--- src/rtl/fsel_pkg.sv ---
package fsel_pkg;

    localparam int STRAP_W  = 5;
    localparam int CTL_W    = 8;
    localparam int SRC_BIT  = 3;
    localparam int LOW_BIT  = 2;
    localparam int HIGH_LSB = 4;

    typedef logic [STRAP_W-1:0] fcode_t;

    typedef enum logic {
        SRC_STRAP = 1'b0,
        SRC_REG   = 1'b1
    } fsrc_e;

    typedef struct packed {
        fsrc_e  src;
        fcode_t code;
    } fsel_cfg_t;

    // Split a control byte into source select and register code.
    function automatic fsel_cfg_t decode_ctl(input logic [CTL_W-1:0] b);
        fsel_cfg_t c;
        c.src  = fsrc_e'(b[SRC_BIT]);
        c.code = {b[HIGH_LSB +: STRAP_W-1], b[LOW_BIT]};
        return c;
    endfunction

    // Level seen on a pad with an internal pull-up.
    function automatic logic pad_level(input logic lvl, input logic undriven);
        return undriven | lvl;
    endfunction

endpackage

--- src/rtl/fsel_strap_latch.sv ---
module fsel_strap_latch #(
    parameter int W = fsel_pkg::STRAP_W
) (
    input  logic         clk,
    input  logic         rst,
    input  logic [W-1:0] pin_lvl,
    input  logic [W-1:0] pin_undriven,
    output logic [W-1:0] strap_q
);
    // Each bit follows its pad while reset is held and freezes afterwards.
    for (genvar i = 0; i < W; i++) begin : g_bit
        logic bit_q;
        always_ff @(posedge clk) begin
            if (rst) begin
                bit_q <= fsel_pkg::pad_level(pin_lvl[i], pin_undriven[i]);
            end
        end
        assign strap_q[i] = bit_q;
    end
endmodule

--- src/rtl/fsel_pad_dir.sv ---
module fsel_pad_dir #(
    parameter int W = fsel_pkg::STRAP_W
) (
    input  logic         clk,
    input  logic         rst,
    input  logic [W-1:0] clk_src,
    output logic [W-1:0] pin_oe,
    output logic [W-1:0] pin_out
);
    // One enable flop per pad, so each driver has its own enable.
    for (genvar i = 0; i < W; i++) begin : g_pad
        logic oe_q;
        always_ff @(posedge clk) begin
            if (rst) oe_q <= 1'b0;
            else     oe_q <= 1'b1;
        end
        assign pin_oe[i]  = oe_q;
        assign pin_out[i] = oe_q & clk_src[i];
    end
endmodule

--- src/rtl/fsel_code_sel.sv ---
module fsel_code_sel
    import fsel_pkg::*;
(
    input  logic             clk,
    input  logic             rst,
    input  logic             cfg_wr,
    input  logic [CTL_W-1:0] cfg_byte,
    input  fcode_t           strap_q,
    output fcode_t           freq_code
);
    fsel_cfg_t cfg_q;
    fcode_t    code_q;

    // Write register: the source select and the code are held together.
    always_ff @(posedge clk) begin
        if (rst) begin
            cfg_q.src  <= SRC_STRAP;
            cfg_q.code <= '0;
        end else if (cfg_wr) begin
            cfg_q <= decode_ctl(cfg_byte);
        end
    end

    // Output register: changes reach the clock logic one cycle after the write.
    always_ff @(posedge clk) begin
        if (rst)                      code_q <= '0;
        else if (cfg_q.src == SRC_REG) code_q <= cfg_q.code;
        else                          code_q <= strap_q;
    end

    assign freq_code = code_q;
endmodule

--- src/rtl/fsel_strap_top.sv ---
module fsel_strap_top
    import fsel_pkg::*;
(
    input  logic                clk,
    input  logic                rst,
    input  logic [STRAP_W-1:0]  pin_lvl,
    input  logic [STRAP_W-1:0]  pin_undriven,
    input  logic [STRAP_W-1:0]  clk_src,
    input  logic                cfg_wr,
    input  logic [CTL_W-1:0]    cfg_byte,
    output logic [STRAP_W-1:0]  pin_oe,
    output logic [STRAP_W-1:0]  pin_out,
    output logic [STRAP_W-1:0]  strap_rd,
    output logic [STRAP_W-1:0]  freq_code
);
    fcode_t strap_q;

    fsel_strap_latch #(.W(STRAP_W)) u_latch (
        .clk(clk), .rst(rst),
        .pin_lvl(pin_lvl), .pin_undriven(pin_undriven),
        .strap_q(strap_q)
    );

    fsel_pad_dir #(.W(STRAP_W)) u_pad (
        .clk(clk), .rst(rst), .clk_src(clk_src),
        .pin_oe(pin_oe), .pin_out(pin_out)
    );

    fsel_code_sel u_sel (
        .clk(clk), .rst(rst),
        .cfg_wr(cfg_wr), .cfg_byte(cfg_byte),
        .strap_q(strap_q), .freq_code(freq_code)
    );

    assign strap_rd = strap_q;
endmodule

--- config.mk ---
export PLATFORM = sky130hd
export DESIGN_NAME = fsel_strap_top
export DESIGN_NICKNAME = d
export VERILOG_FILES = /design/src/rtl/fsel_pkg.sv /design/src/rtl/fsel_strap_latch.sv /design/src/rtl/fsel_pad_dir.sv /design/src/rtl/fsel_code_sel.sv /design/src/rtl/fsel_strap_top.sv
export SDC_FILE = /design/constraint.sdc
export NUM_CORES = 1
export LEC_CHECK = 0
export ABC_AREA = 1
export BUFFER_PORTS_ARGS = -buffer_cell sky130_fd_sc_hd__buf_2
export CELL_PAD_IN_SITES_DETAIL_PLACEMENT = 0
export CELL_PAD_IN_SITES_GLOBAL_PLACEMENT = 1
export CORE_ASPECT_RATIO = 1.25
export CORE_MARGIN = 2
export CORE_UTILIZATION = 28
export CTS_CLUSTER_DIAMETER = 150
export DETAILED_ROUTE_END_ITERATION = 12
export GPL_ROUTABILITY_DRIVEN = 0
export PLACE_DENSITY_LB_ADDON = 0.1
export SETUP_SLACK_MARGIN = 0.02
export SYNTH_ARGS = -nofsm -noshare
export SYNTH_HDL_FRONTEND = slang
export SYNTH_HIERARCHICAL = 1
export SYNTH_SLANG_ARGS = --single-unit
--- constraint.sdc ---
create_clock -name clk -period 1 [get_ports clk]
set_input_delay 0.15 -clock clk [delete_from_list [all_inputs] [get_ports clk]]
set_output_delay 0.15 -clock clk [all_outputs]
set_load 0.05 [all_outputs]
# Word-level counts from Yosys, hierarchy flattened
# Index checks and enable logic that the tools add are counted.
[word_totals]
reg_bits = 17
latch_bits = 0
mem_bits_rw = 0
romBits = 0
in_bits = 26
output_inout_bits = 20
word_cells = 21
mem_count = 0
[classes]
n_addsub = 0
multipliers = 0
n_div = 0
n_lt_le_gt_ge = 0
n_eq_ne = 0
shifts = 0
n_mux = 2
bitwise_logic = 10
reduce_logical = 0
[ops]
columns = ["cell", "n"]
rows = [
  ["$and 1x1->1", 5],
  ["$mux 5", 1],
  ["$or 1x1->1", 5],
  ["$mux 1", 1],
]

# Longest topological paths before layout
[depth]
ltp_word = 1
mapped_depth = 4
depth_no_buf = 4

# By module
# The synthesis kept the hierarchy.
[by_module_without_submodules]
columns = ["module", "instances", "cells_per_inst", "area_each_um2", "seq_area_each_um2"]
rows = [
  ["fsel_code_sel", 1, 70, 462.9, 220.2],
  ["fsel_strap_latch", 1, 25, 244.0, 150.1],
  ["fsel_pad_dir", 1, 17, 98.8, 20.0],
]

# Worst setup path after synthesis
# No wires, ideal clock.
[synth_path]
kind = "register to output"
startpoint = "reg, netlist name u_pad/g_pad[4].oe_q"
endpoint = "out pin_out[0]"
arrival_time_ns = 0.821
t_required_ns = 0.850
path_slack_ns = 0.029
stages_incl_launch_ff = 3
path_buffers = 0
path_cell_list = "dfxtp_1 > nand2_1 > inv_1"
[synth_lines]
columns = ["item", "line", "rtl"]
rows = [
  ["end, declared", "fsel_strap_top.sv:12", "output logic [STRAP_W-1:0] pin_out,"],
]

==> out/qor.csv <==
stage,metric,value,unit
grt,largest net degree at the start of global routing,13,
setup_path,Critical Path Fanout Max,6,
layout,design area,1170,um2
route,DRC viols,0,
placed_design,Post-Place Cell Area,963,um2
floorplan,Ports,46,
logic_synthesis,fraction of registers with async set/reset,0,%
floorplan,core area,2710,um2
power,sequential power share,48.8,%
sta,Final setup viols,15,
logic_synthesis,Synth Cell Area,806,um2
sta,RSZ-0062 raised after global routing,true,
route,Via-to-Cell Ratio,3.82,
sta,Final Cycle Share,111,%
clocking,Clock transition at path regs,0.10,ns
route,routed len/inst,7.83,um
logic_synthesis,number of flops mapped to enable cells by yosys,5,
route,count of antenna-violating nets left after detailed routing,0,
setup_path,crit path kind,flop to output pin,
logic_synthesis,synth warn,6,
grt,global-route wire length before repair,2390,um
clocking,CTS tree,built,
power,Pint,1.10,mW
sta,FMAX,901,MHz
clocking,Post-CTS Hold Buffers,0,
power,Leak,0.682,nW
sta,Hold Fails Final Rpt,0,
floorplan,row cnt,21,
route,initial DRC count,4,
power,switch share,32.5,%
floorplan,starting density of the core,29.8,%
placed_design,DP Wirelength,1120,um
power,Clk pwr share,21.3,%
logic_synthesis,leading area contributor after synthesis,dfxtp_1,
setup_path,Worst Setup End Kind,output pin,
flow_run,max-cap violations,0,
sta,post-route worst setup slack,-0.110,ns
logic_synthesis,"top cells by count, synth","32 x nand2_1, 28 x inv_1, 22 x nor2_1",
clocking,Root Buffer,clkbuf_4,
grt,number of global-route vias before repair,599,
sta,max-slew violations,0,
grt,Total GRT Usage,9.78,%
grt,initial antenna violation count,0,
floorplan,full die area,3330,um2
placed_design,placed cell count,177,
power,Pwr Density,1400,nW/um2
layout,register area,397,um2
sta,Setup Skew,0.00391,ns
layout,layout cells sized above 1,37.1,%
clocking,Max Buffers Root-to-Sink,2,
power,maximum vdd drop,767,uV
floorplan,Die Y,64.0,um
layout,Layout Nets,178,
hold_path,Hold Path Class,primary input to flop,
sta,worst slew pin tran,0.333,ns
clocking,worst-skew pair later-pin latency,0.28,ns
clocking,clk sinks,17,
route,total number of vias,706,
layout,FILL cells,293,
logic_synthesis,Mapped Cells,112,
clocking,H-tree levels,1,
sta,min cycle time layout,1.11,ns
logic_synthesis,"Seq/Total Area, Yosys",48.4,%
logic_synthesis,most common cell in the synthesized netlist,nand2_1,
layout,Multi-input gate area,203,um2
layout,Antenna diodes,0,
logic_synthesis,top post-synthesis cells by area,"dfxtp_1 30%, edfxtp_1 19%, nand2_1 15%",
route,Initial DRT Pass Iterations,4,
layout,synthesis-to-finish area growth,45.3,%
setup_path,WP data required,0.85,ns
setup_path,Critical Path AT,0.96,ns
sta,Slew Limit Headroom,77.8,%
layout,Final Non-Filler Cells,185,
route,routed wire length,1450,um
setup_path,CP startpoint kind,flop,
floorplan,Die X,52.0,um
logic_synthesis,syn_nets,138,
status,outcome,finished with violations,
logic_synthesis,Avg Inst Size Synth,7.19,um2
status,failing checks,negative setup slack,
power,NetSw,0.532,mW
grt,grt ovf,0,
logic_synthesis,Synth Flop Type,dfxtp_1,
logic_synthesis,top cell type's share of synthesized area,29.8,%
placed_design,# port buffers,43,
logic_synthesis,"flops & latches, synth",17,
logic_synthesis,Netlist cell types,8,
clocking,CTS buffer count,3,
power,combinational fraction of design power,29.9,%
cell families after synthesis:
group	count (synthesis)	synth area share (%)
simple gates	54	25.2
buf+inv	41	26.4
flops	17	48.4
worst max-delay path: stages (launching register included):
cell,delay (ns)
dfxtp_4,0.39
buf_6,0.14
buf_8,0.15
cell usage in the layout (no fill, tap or decap), drive strengths merged:
| cell type | count |
|---|---|
| edfxtp | 5 |
| clkbuf | 3 |
| buf | 48 |
| clkinv | 1 |
| nand2 | 32 |
| dfxtp | 12 |
| nor2 | 22 |
| inv | 28 |
path summary, 6_finish.rpt:
kind	startpoint	slack, ns	cells past startpoint	endpoint
min	pin_lvl[1]	0.11	3	u_latch/g_bit[1].bit_q$_DFFE_PP_
max	u_pad/g_pad[4].oe_q$_DFF_P_	-0.11	2	pin_oe[1]
min reg2reg	u_sel/cfg_q[4]$_SDFFE_PP0P_	0.48	2	u_sel/cfg_q[4]$_SDFFE_PP0P_
max reg2reg	u_latch/g_bit[4].bit_q$_DFFE_PP_	0.20	3	u_sel/freq_code[4]$_SDFF_PP0_
power groups by stage:
| stage | clock [mW] | sequential, mW | combinational, mW |
|---|---|---|---|
| 2_1_floorplan | 0 | 0.858 | 0.277 |
| 3_3_place_gp | 0 | 0.812 | 0.393 |
| 3_5_place_dp | 0 | 0.811 | 0.397 |
| 4_1_cts | 0.377 | 0.799 | 0.451 |
| 5_1_grt | 0.415 | 0.807 | 0.531 |
| 6_report | 0.349 | 0.799 | 0.489 |
stage by stage:
step | TNS, ns | hold slack [ns] | utilization, % | total power, mW | worst slack, ns
floorplan | 0 | 0.207 | - | 1.14 | 0.0294
global placement | 0 | 0.394 | 35.6 | 1.20 | 0.0265
detailed placement | 0 | 0.398 | 35.6 | 1.21 | 0.0155
CTS | -1.36 | 0.0916 | 40.1 | 1.63 | -0.120
global route | -2.01 | 0.0833 | 43.3 | 1.75 | -0.174
finish | -1.04 | 0.107 | 43.3 | 1.64 | -0.110
sequential cells by signal, indices dropped and copies added, names as in the netlist:
| register | count |
|---|---|
| u_latch/g_bit.bit_q | 5 |
| u_sel/cfg_q | 6 |
| u_sel/freq_code | 5 |
| u_pad/g_pad.oe_q | 1 |
timing repair:
item | in CTS | in global routing
setup endpoints to repair | 20 | 19
pin swaps | 0 | 0
resized for setup | 27 | 32
setup buffers | 2 | 2
endpoints found under the hold margin | 0 | 0
layer usage:
layer	vias up	track usage, %	wire, um
met5	-	0	0
met4	0	5.92	22
met3	2	3.74	120
met2	23	15.7	774
met1	299	10.6	532
li1	382	-	-
layout make-up:
| class | count | share of cell area, % |
|---|---|---|
| clock inverters | 1 | 0.427 |
| well taps | 34 | 3.63 |
| repair buffers | 48 | 33.9 |
| inverters | 28 | 8.97 |
| multi-input cells | 54 | 17.3 |
| flip-flops and latches | 17 | 33.9 |
| clock buffers | 3 | 1.92 |
Note: power is estimated with default switching activity, not from simulation.
